**config.mk**
```make
export PLATFORM = sky130hd
export DESIGN_NAME = bulkOutRxBuf
export DESIGN_NICKNAME = d
export VERILOG_FILES = /design/src/rtl/bulk_rx_pkg.sv /design/src/rtl/rxCtrl.sv /design/src/rtl/rxData.sv /design/src/rtl/bulkOutRxBuf.sv
export SDC_FILE = /design/constraint.sdc
export NUM_CORES = 1
export LEC_CHECK = 0
export CAP_MARGIN = 20
export CORE_ASPECT_RATIO = 0.5
export CORE_UTILIZATION = 25
export DETAILED_ROUTE_END_ITERATION = 12
export MAX_ROUTING_LAYER = met4
export PLACE_DENSITY = 0.46
export RECOVER_POWER = 25
export SYNTH_ARGS = -nofsm -noshare
export SYNTH_HDL_FRONTEND = slang
export SYNTH_SLANG_ARGS = --single-unit
export TNS_END_PERCENT = 30
```
**constraint.sdc**
```tcl
create_clock -name clk -period 7.5 [get_ports clk]
set_input_delay 1.125 -clock clk [delete_from_list [all_inputs] [get_ports clk]]
set_output_delay 1.125 -clock clk [all_outputs]
set_load 0.03 [all_outputs]
```
**src/rtl/bulk_rx_pkg.sv**
```systemverilog
package bulk_rx_pkg;
  typedef struct packed {
    logic startPkt;
    logic storeByte;
    logic discard;
    logic popByte;
  } rxStrobe_t;
endpackage

```
**src/rtl/rxCtrl.sv**
```systemverilog
module rxCtrl
  import bulk_rx_pkg::*;
#(
  parameter int DEPTH = 64,
  parameter int LEN_W = 8
) (
  input  logic             clk,
  input  logic             rstN,
  input  logic             sieValid,
  input  logic             sieEnd,
  input  logic             sieGood,
  input  logic             cpuRd,
  input  logic             cpuAck,
  input  logic [LEN_W-1:0] len,
  input  logic             lenZero,
  input  logic             lenFull,
  output rxStrobe_t        strobe,
  output logic             inPkt,
  output logic             irq
);
  logic ovf;
  logic accept;
  logic endGood;
  logic lastPop;

  assign accept  = sieValid & ~sieEnd;
  assign endGood = sieEnd & sieGood & ~(inPkt & ovf);
  assign lastPop = strobe.popByte & (len == LEN_W'(1));

  always_comb begin
    strobe.startPkt  = ~inPkt & (accept | sieEnd);
    strobe.storeByte = accept & (~inPkt | ~lenFull);
    strobe.discard   = sieEnd & ~endGood;
    strobe.popByte   = cpuRd & ~inPkt & ~lenZero & ~strobe.startPkt;
  end

  always_ff @(posedge clk or negedge rstN) begin
    if (!rstN) begin
      inPkt <= 1'b0;
      ovf   <= 1'b0;
      irq   <= 1'b0;
    end else begin
      if (sieEnd) inPkt <= 1'b0;
      else if (accept) inPkt <= 1'b1;

      if (strobe.startPkt) ovf <= 1'b0;
      else if (inPkt && accept && lenFull) ovf <= 1'b1;

      if (endGood) irq <= 1'b1;
      else if (strobe.startPkt || strobe.discard || cpuAck || lastPop) irq <= 1'b0;
    end
  end

  // an abnormal end leaves no interrupt and no length
  a_r2_bad_end_quiet: assert property (@(posedge clk) disable iff (!rstN)
    (sieEnd && !sieGood) |=> (!irq && lenZero));

  // the interrupt rises only after a good end
  a_r3_irq_source: assert property (@(posedge clk) disable iff (!rstN)
    $rose(irq) |-> $past(sieEnd && sieGood));

  // an overflowed packet never raises the interrupt
  a_r6_ovf_blocks_irq: assert property (@(posedge clk) disable iff (!rstN)
    (sieEnd && inPkt && ovf) |=> (!irq && lenZero));

  // an acknowledge drops the interrupt
  a_r7_ack_release: assert property (@(posedge clk) disable iff (!rstN)
    (irq && cpuAck && !sieEnd) |=> !irq);
endmodule

```
**src/rtl/rxData.sv**
```systemverilog
module rxData
  import bulk_rx_pkg::*;
#(
  parameter int DEPTH = 64,
  parameter int LEN_W = 8
) (
  input  logic             clk,
  input  logic             rstN,
  input  rxStrobe_t        strobe,
  input  logic [7:0]       inByte,
  input  logic             hold,
  input  logic             cpuRd,
  output logic [LEN_W-1:0] len,
  output logic             lenZero,
  output logic             lenFull,
  output logic [7:0]       dataOut
);
  localparam int PW = (DEPTH > 1) ? $clog2(DEPTH) : 1;

  logic [7:0]    mem [DEPTH];
  logic [PW-1:0] rdPtr;
  logic [PW-1:0] wrIdx;

  assign wrIdx   = strobe.startPkt ? '0 : len[PW-1:0];
  assign lenZero = (len == '0);
  assign lenFull = (len == LEN_W'(DEPTH));
  assign dataOut = (hold || lenZero) ? 8'h00 : mem[rdPtr];

  always_ff @(posedge clk) begin
    if (strobe.storeByte) mem[wrIdx] <= inByte;
  end

  always_ff @(posedge clk or negedge rstN) begin
    if (!rstN) begin
      len   <= '0;
      rdPtr <= '0;
    end else if (strobe.startPkt) begin
      len   <= strobe.storeByte ? LEN_W'(1) : '0;
      rdPtr <= '0;
    end else if (strobe.discard) begin
      len <= '0;
    end else if (strobe.storeByte) begin
      len <= len + LEN_W'(1);
    end else if (strobe.popByte) begin
      len   <= len - LEN_W'(1);
      rdPtr <= rdPtr + PW'(1);
    end
  end

  // the count never passes the buffer depth
  a_r6_len_bound: assert property (@(posedge clk) disable iff (!rstN)
    len <= LEN_W'(DEPTH));

  // a pop lowers the count by one
  a_r4_pop_dec: assert property (@(posedge clk) disable iff (!rstN)
    strobe.popByte |=> (len == $past(len) - LEN_W'(1)));

  // a read on an empty buffer leaves the count at zero
  a_r5_empty_read: assert property (@(posedge clk) disable iff (!rstN)
    (cpuRd && lenZero && !strobe.startPkt) |=> lenZero);

  // an empty buffer shows zero data
  a_r5_empty_data: assert property (@(posedge clk) disable iff (!rstN)
    lenZero |-> (dataOut == 8'h00));
endmodule

```
**src/rtl/bulkOutRxBuf.sv**
```systemverilog
module bulkOutRxBuf
  import bulk_rx_pkg::*;
#(
  parameter int DEPTH = 64,
  parameter int LEN_W = 8
) (
  input  logic             clk,
  input  logic             rstN,
  input  logic             sieValid,
  input  logic [7:0]       sieByte,
  input  logic             sieEnd,
  input  logic             sieGood,
  input  logic             cpuRd,
  input  logic             cpuAck,
  output logic [7:0]       cpuData,
  output logic [LEN_W-1:0] cpuLen,
  output logic             irq
);
  rxStrobe_t  strobe;
  logic       inPkt;
  logic       lenZero;
  logic       lenFull;

  rxCtrl #(.DEPTH(DEPTH), .LEN_W(LEN_W)) u_ctrl (
    .clk(clk), .rstN(rstN), .sieValid(sieValid), .sieEnd(sieEnd),
    .sieGood(sieGood), .cpuRd(cpuRd), .cpuAck(cpuAck), .len(cpuLen),
    .lenZero(lenZero), .lenFull(lenFull), .strobe(strobe),
    .inPkt(inPkt), .irq(irq)
  );

  rxData #(.DEPTH(DEPTH), .LEN_W(LEN_W)) u_data (
    .clk(clk), .rstN(rstN), .strobe(strobe), .inByte(sieByte),
    .hold(inPkt), .cpuRd(cpuRd), .len(cpuLen), .lenZero(lenZero),
    .lenFull(lenFull), .dataOut(cpuData)
  );
endmodule

```
==> metrics.md, run 1 <==
| Metric | Value |
|---|---|
| Area of the mapped netlist | `21200 um^2` |
| Antenna diodes | `0` |
| Highest-count cells in the layout ignoring fill and taps | `512 x sky130_fd_sc_hd__edfxtp_1, 86 x sky130_fd_sc_hd__nor2_1, 78 x sky130_fd_sc_hd__mux4_2` |
| Post-CTS Setup Inserts | `0` |
| Worst-case headroom to the max-slew limit | `-1.23` |
| Number of enable-type register cells in the synthesized netlist | `512` |
| PostCTS Resize Cnt | `0` |
| DRC violation count after routing | `2` |
| Cell area reported after detailed placement | `approximately 23000 um^2` |
| Worst-skew pair later-pin latency | `0.61 ns` |
| Final std cells w/o fill | `2319` |
| Largest stage delay on the critical path | `0.79 ns` |
| Critical Path End Type | `output pin` |
| Number of placed instances, taps included | `2221` |
| Number of sinks handled by clock tree synthesis | `between 500 and 600` |
| Utilization after layout | `0.291` |
| CTS Root Cell | `sky130_fd_sc_hd__clkbuf_16` |
| Per-cell routed wire length | `between 20 and 25 um` |
| Cells along the critical path | `buf_4 -> buf_4 -> mux4_2 -> a22o_1 -> a211oi_1 -> o22ai_1 -> clkdlybuf4s50_1` |
| Average vias per placed instance | `between 4 and 5` |
| # nets final | `between 1000 and 1500` |
| Total Negative Setup Slacks | `0 ns` |
| CTS tree | `built` |
| Total die area | `around 86000 um^2` |
| Via total after detailed routing | `~11000` |
| Detailed router's first-iteration violation count | `962` |
| Effective utilization at floorplan | `0.253` |
| Result of the run | `finished, violations left` |
| Total GRT Usage | `0.133` |
| Top FF cell, synth | `sky130_fd_sc_hd__edfxtp_1` |
| First-pass GRT wire length | `80700 um` |
| Portion of the clock cycle consumed by the worst path in the final layout | `0.769` |
| Crit Path Category | `flop to output pin` |
| Worst Tran Pin Value | `between 3 and 4 ns` |
| Max-slew violation count | `~390` |
| Critical path required time | `about 6.4 ns` |
| Proportion of synthesized chip area in sequential cells | `0.745` |
| Cell type group with the largest total delay on the critical path | `buffers and inverters` |
| Post-layout total power | `about 6.4 mW` |
| Reg clk slew, reported paths | `~0.06 ns` |
| Worst-path fanout max | `28` |
| Number of register bits inferred by synthesis | `~530` |
| Leakage power summed over all cells | `around 7.2 nW` |
| Width of the die | `414 um` |
| Largest net degree at the start of global routing | `65` |
| CTS Buf Count | `53` |
| Worst clock skew on the final layout | `around 0.016 ns` |
| CTS H-tree lvls | `2` |
| Top achievable clock speed | `roughly 0.17 GHz` |
| Drt pass-1 iters | `11` |
| Worst slack after detailed placement | `around 2.3 ns` |
| Element type at the critical path start | `flop` |
| Total power per unit cell area | `between 200 and 300 nW/um^2` |
| Number of port buffers | `31` |
| I/O Pins | `32` |
| GRT overflow | `0` |
| Antenna violations before repair | `0` |
| Std cell rows | `75` |
| Synthesized instance count | `approximately 1100` |
| Cell at the slowest stage of the critical path | `sky130_fd_sc_hd__dfrtp_4` |
| CP bufs+invs | `3` |
| Total area of sequential cells | `between 15000 and 20000 um^2` |
| Chip Height | `208 um` |
| Class of the tightest hold or removal check | `flop to flop` |
| Final setup violating endpoints | `0` |
| Violations in the final reports | `DRC, capacitance limit, slew limit` |
| Post-DRT Antenna Nets | `0` |
| Share of flip-flops with an asynchronous set or reset | `0.0321` |
| Filler cell count in the final layout | `slightly above 8000` |
| Netlist cell types | `63` |
| Data arrival at the endpoint of the critical path | `between 4 and 5 ns` |
| Most common cell after layout, fill and taps aside | `sky130_fd_sc_hd__edfxtp_1` |
| Number of warnings issued by yosys | `0` |
| Area added between synthesis and finish | `14.9%` |
| Via count of the first global-routing pass | `between 10000 and 15000` |
| Cell area after layout | `about 24000 um^2` |
| Post-Synthesis Mean Instance Area | `around 19 um^2` |
| Post-layout min period | `a little under 6 ns` |
| Core region area | `about 84000 um^2` |
| Worst hold slack after final layout | `between 0.5 and 0.6 ns` |
| RSZ-0062 raised after global routing | `false` |
| Worst setup margin | `approximately 1.7 ns` |
| Sum of net half-perimeters after detailed placement | `35000 um` |
| CTS Hold Buffers Added | `0` |
| Buffers from clock root to sink, at most | `3` |
| Final hold vios | `0` |
| Most repeated library cell on the critical path | `sky130_fd_sc_hd__buf_4` |
| Gpl congestion | `roughly 0.83` |
| Area of combinational cells with multiple inputs | `roughly 5000 um^2` |
| Total detailed-routing wirelength | `between 50000 and 60000 um` |
| Max cap viols | `7` |
| Post-Syn Nets | `between 1000 and 1500` |
| Max rail drop VDD | `roughly 0.15 mV` |
| Fraction of layout instances using a drive strength above 1 | `0.181` |
==> metal layers <==
layer	up-vias	routed length [um]	track usage
met2	276	26300	0.204
met3	83	2970	0.0233
met1	5834	25300	0.182
met4	0	1210	0.0377
met5	-	0	-
li1	4667	-	-
==> report_power, final <==
part / total [mW] / leakage (nW) / switching, mW / internal, mW
Sequential: 3.29 / 4.83 / 0.0294 / 3.26
Clock: 2.70 / 0.863 / 1.12 / 1.58
Combinational: 0.414 / 1.55 / 0.255 / 0.159
Total: 6.40 / 7.24 / 1.40 / 5.00
==> sequential cells by signal (all words and copies together), names as in the netlist <==
| register | cells |
|---|---|
| u_ctrl.ovf | 1 |
| u_ctrl.inPkt | 1 |
| u_data.mem | 512 |
| u_data.rdPtr | 6 |
| u_data.len | 8 |
| u_ctrl.irq | 1 |
==> cells in the mapped netlist, drive strengths merged, types with 2 or more instances <==
master,number,area share
a21boi,2,0.00071
a22oi,7,0.0025
nand2b,3,0.00088
a211oi,22,0.0083
or3,10,0.0029
nor3b,4,0.0017
clkbuf,17,0.0030
buf,45,0.018
inv,5,0.00088
o211ai,9,0.0032
nor3,8,0.0019
o22ai,24,0.0071
edfxtp,512,0.72
a21oi,17,0.0040
nor2b,13,0.0038
mux4,89,0.096
o2111ai,6,0.0025
xor2,3,0.0012
a22o,17,0.0070
or4,2,0.00071
o21ai,14,0.0033
mux2,23,0.012
and2,3,0.00088
a2111oi,2,0.00094
a2bb2oi,5,0.0021
a31oi,2,0.00059
nand3,8,0.0024
xnor2,5,0.0021
nor2,88,0.016
ha,4,0.0024
dfrtp,17,0.020
o221ai,4,0.0017
nor4,2,0.00059
a211o,8,0.0033
nand2,29,0.0051
nand4,11,0.0032
mux2i,56,0.026
a21o,2,0.00071
==> cell type report <==
class,instances,share of cell area
Inverter,5,0.000770
Clock inverter,26,0.0115
Timing Repair Buffer,57,0.0181
Tap cell,1116,0.0573
Clock buffer,71,0.0605
Multi-Input combinational cell,515,0.204
Sequential cell,529,0.648
==> tightest hold or removal path, stage by stage, from the launching register on <==
cell	delay, ns
sky130_fd_sc_hd__dfrtp_1	0.36
sky130_fd_sc_hd__o211ai_1	0.09
sky130_fd_sc_hd__nand2_1	0.05
==> kinds of logic after synthesis <==
group / Yosys count / share of synthesized area
DFF: 529 / 0.745
xor gates and xnor gates: 8 / 0.00330
and+or+nand+nor: 187 / 0.0420
buffers and inverters: 67 / 0.0216
muxes: 168 / 0.135
AOI/OAI and AO/OA: 148 / 0.0509
adders and majority gates: 4 / 0.00236
==> worst paths after layout <==
kind / start / endpoint / slack, ns / depth (start not counted)
hold / removal: u_data.rdPtr[4] / u_data.rdPtr[4] / 0.54 / 2
setup reg to reg: u_data.len[0] / u_data.mem[11][4] / 3.52 / 7
hold reg to reg: u_data.rdPtr[4] / u_data.rdPtr[4] / 0.54 / 2
setup / recovery: u_data.rdPtr[0] / cpuData[0] / 1.73 / 7
max in group asynchronous: rstN / u_data.rdPtr[0] / 5.32 / 2
min in group asynchronous: rstN / u_data.rdPtr[2] / 1.31 / 2
No activity file was read; power rests on OpenSTA's default activity.
==> run 2: changes to the inputs <==
==> constraint.sdc (replaced) <==
create_clock -name clk -period 5.67 [get_ports clk]
set_input_delay 0.8505 -clock clk [delete_from_list [all_inputs] [get_ports clk]]
set_output_delay 0.8505 -clock clk [all_outputs]
set_load 0.03 [all_outputs]
==> run 2 against run 1 <==
  * The run ends with capacitance limit, slew limit left
  * Largest cell class unchanged
  * Total power increased by 30%
  * Hold slack improved by 0.040 ns
  * Clock power increased by 27%
==> metrics.md, run 2 (synthesis results as in run 1) <==
| Metric | Value |
|---|---|
| CTS Buf Count | `53 (unchanged)` |
| Startpoint of the worst setup timing path | `u_data.rdPtr[0]` |
| Total area of sequential cells | `15800 um^2 (unchanged)` |
| Final std cells w/o fill | `2342 (+0.99%)` |
| Max rail drop VDD | `0.193 mV (+28%)` |
| Post-CTS Setup Inserts | `0 (unchanged)` |
| Total GRT Usage | `0.135 (+0.00203)` |
| Reg2Reg Capture Point | `u_data.mem[27][4]` |
| Final setup violating endpoints | `0 (unchanged)` |
| Gpl congestion | `0.790 (-4.9%)` |
| CTS Hold Buffers Added | `0 (unchanged)` |
| Effective utilization at floorplan | `0.253 (unchanged)` |
| Area of combinational cells with multiple inputs | `4970 um^2 (about the same)` |
| CP bufs+invs | `3 (unchanged)` |
| Most repeated library cell on the critical path | `sky130_fd_sc_hd__buf_12` |
| Post-layout min period | `between 4 and 5 ns` |
| Startpoint of the worst-slack reg-to-reg timing path | `u_data.len[1]` |
| Average vias per placed instance | `4.70 (+0.41%)` |
| Sum of net half-perimeters after detailed placement | `35700 um (+2.2%)` |
| Buffers from clock root to sink, at most | `3 (unchanged)` |
| Data arrival at the endpoint of the critical path | `4.11 ns (-0.53 ns)` |
| Critical path required time | `4.82 ns (-1.56 ns)` |
| Worst clock skew on the final layout | `0.0168 ns (+0.00115 ns)` |
| CTS H-tree lvls | `2 (unchanged)` |
| Leakage power summed over all cells | `7.33 nW (+1.2%)` |
| Antenna diodes | `0 (unchanged)` |
| Via total after detailed routing | `11000 (+1.4%)` |
| Number of sinks handled by clock tree synthesis | `529 (unchanged)` |
| Top achievable clock speed | `between 0.2 and 0.25 GHz` |
| CTS tree | `built` |
| Final hold vios | `0 (unchanged)` |
| Detailed router's first-iteration violation count | `880 (-8.5%)` |
| Worst-skew pair later-pin latency | `0.60 ns (about the same)` |
| Worst-case headroom to the max-slew limit | `-1.18 (+0.0411)` |
| Utilization after layout | `0.292 (+0.00166)` |
| Total detailed-routing wirelength | `56700 um (+1.5%)` |
| Filler cell count in the final layout | `8293 (-0.16%)` |
| Class of the tightest hold or removal check | `flop to flop` |
| Chip Height | `208 um (unchanged)` |
| Total power per unit cell area | `340 nW/um^2 (+30%)` |
| Via count of the first global-routing pass | `11400 (+1.8%)` |
| Antenna violations before repair | `1 (+1)` |
| Worst-path fanout max | `34 (+21%)` |
| Area added between synthesis and finish | `15.6%` |
| Drt pass-1 iters | `7 (-4)` |
| I/O Pins | `32 (unchanged)` |
| Element type at the critical path start | `flop` |
| Reg clk slew, reported paths | `0.07 ns (about the same)` |
| Max cap viols | `7 (unchanged)` |
| Number of port buffers | `31 (unchanged)` |
| PostCTS Resize Cnt | `0 (unchanged)` |
| Crit Path Category | `flop to output pin` |
| Register name with the most flops | `u_data.mem` |
| Number of placed instances, taps included | `2244 (+1.0%)` |
| Fraction of layout instances using a drive strength above 1 | `0.192 (+0.0113)` |
| Critical Path End Type | `output pin` |
| First-pass GRT wire length | `82100 um (+1.8%)` |
| Core region area | `83900 um^2 (unchanged)` |
| Worst Tran Pin Value | `3.28 ns (-0.0617 ns)` |
| RSZ-0062 raised after global routing | `false` |
| Largest stage delay on the critical path | `0.67 ns (-0.12 ns)` |
| CTS Root Cell | `sky130_fd_sc_hd__clkbuf_16` |
| Post-DRT Antenna Nets | `0 (unchanged)` |
| Largest registers | `u_data.mem x512, u_data.len x8, u_data.rdPtr x6` |
| Result of the run | `finished, violations left` |
| Per-cell routed wire length | `24.2 um (+0.46%)` |
| Number of logic stages on the critical path including buffering | `7 (unchanged)` |
| Max-slew violation count | `392 (unchanged)` |
| Std cell rows | `75 (unchanged)` |
| Highest-count cells in the layout ignoring fill and taps | `512 x sky130_fd_sc_hd__edfxtp_1, 87 x sky130_fd_sc_hd__nor2_1, 78 x sky130_fd_sc_hd__mux4_2` |
| Width of the die | `414 um (unchanged)` |
| DRC violation count after routing | `0 (-2)` |
| End of the critical path | `cpuData[6]` |
| Total Negative Setup Slacks | `0 ns (unchanged)` |
| # nets final | `1203 (+1.9%)` |
| Number of flip-flops in the largest register | `512 (unchanged)` |
| Cell type group with the largest total delay on the critical path | `buffers and inverters` |
| Portion of the clock cycle consumed by the worst path in the final layout | `0.876` |
| Most common cell after layout, fill and taps aside | `sky130_fd_sc_hd__edfxtp_1` |
| Worst R2R Setup Slack | `1.93 ns (-1.59 ns)` |
| Total die area | `86100 um^2 (unchanged)` |
| GRT overflow | `0 (unchanged)` |
| Cell at the slowest stage of the critical path | `sky130_fd_sc_hd__dfrtp_4` |
| Largest net degree at the start of global routing | `65 (unchanged)` |
| Worst r2r path cells | `7 (unchanged)` |
| Violations in the final reports | `capacitance limit, slew limit` |
| Cells along the critical path | `buf_12 -> buf_12 -> mux4_2 -> a22o_1 -> a211oi_1 -> o32ai_1 -> clkdlybuf4s50_1` |
-- run 2: changes by cell type in the layout (fill, tap and decap cells not counted), moves of 2 or more --
cell / before / now
sky130_fd_sc_hd__clkinv_1: 6 / 11
sky130_fd_sc_hd__buf_4: 18 / 39
sky130_fd_sc_hd__bufinv_16: 6 / 4
sky130_fd_sc_hd__buf_12: 0 / 3
sky130_fd_sc_hd__clkinv_2: 11 / 9
sky130_fd_sc_hd__clkbuf_8: 4 / 2
-- run 2: stage by stage --
step,power [mW],cell area (um^2),hold WS (ns),setup slack [ns]
after detailed placement,4.99,22900,0.548,1.28
after CTS,8.41,24600,0.571,0.634
after floorplan,4.76,21200,0.477,2.29
final,8.33,24500,0.577,0.706
after global placement,4.98,22900,0.556,1.28
after global routing,8.58,24500,0.637,0.539
-- run 2: cell type report --
| cell class | count | area share |
|---|---|---|
| clock buffer | 71 | 0.0594 |
| clock inverter | 26 | 0.00908 |
| inverter | 5 | 0.000765 |
| multi-input combinational | 515 | 0.203 |
| sequential | 529 | 0.645 |
| tap | 1116 | 0.0569 |
| timing repair buffer | 80 | 0.0267 |
-- run 2: worst min path at each step --
stage | startpoint | endpoint | slack [ns] | cells past startpoint
floorplan | u_ctrl.ovf | u_ctrl.ovf | 0.48 | 2
global placement | u_ctrl.ovf | u_ctrl.ovf | 0.56 | 2
detailed placement | u_ctrl.ovf | u_ctrl.ovf | 0.55 | 2
CTS | u_ctrl.ovf | u_ctrl.ovf | 0.57 | 2
global route | u_ctrl.ovf | u_ctrl.ovf | 0.64 | 2
finish | u_ctrl.ovf | u_ctrl.ovf | 0.58 | 2
-- run 2: layer usage --
layer	GRT usage	routed length, um	up-vias
met5	-	0	-
met4	0.0328	1190	0
met2	0.209	26800	292
met3	0.0197	2400	76
met1	0.187	26300	5925
li1	-	-	4720
-- run 2: report_power, final --
part | switching, mW | internal (mW)
Sequential | 0.0372 | 4.31
Clock | 1.46 | 1.98
Combinational | 0.336 | 0.219
Total | 1.83 | 6.50
-- run 2: worst min-delay path: cells and delay by family (launching register included) --
kind,cells,cell delay (ns)
AND/OR/NAND/NOR,1,0.10
AO/OA/AOI/OAI,1,0.05
flip-flops,1,0.37
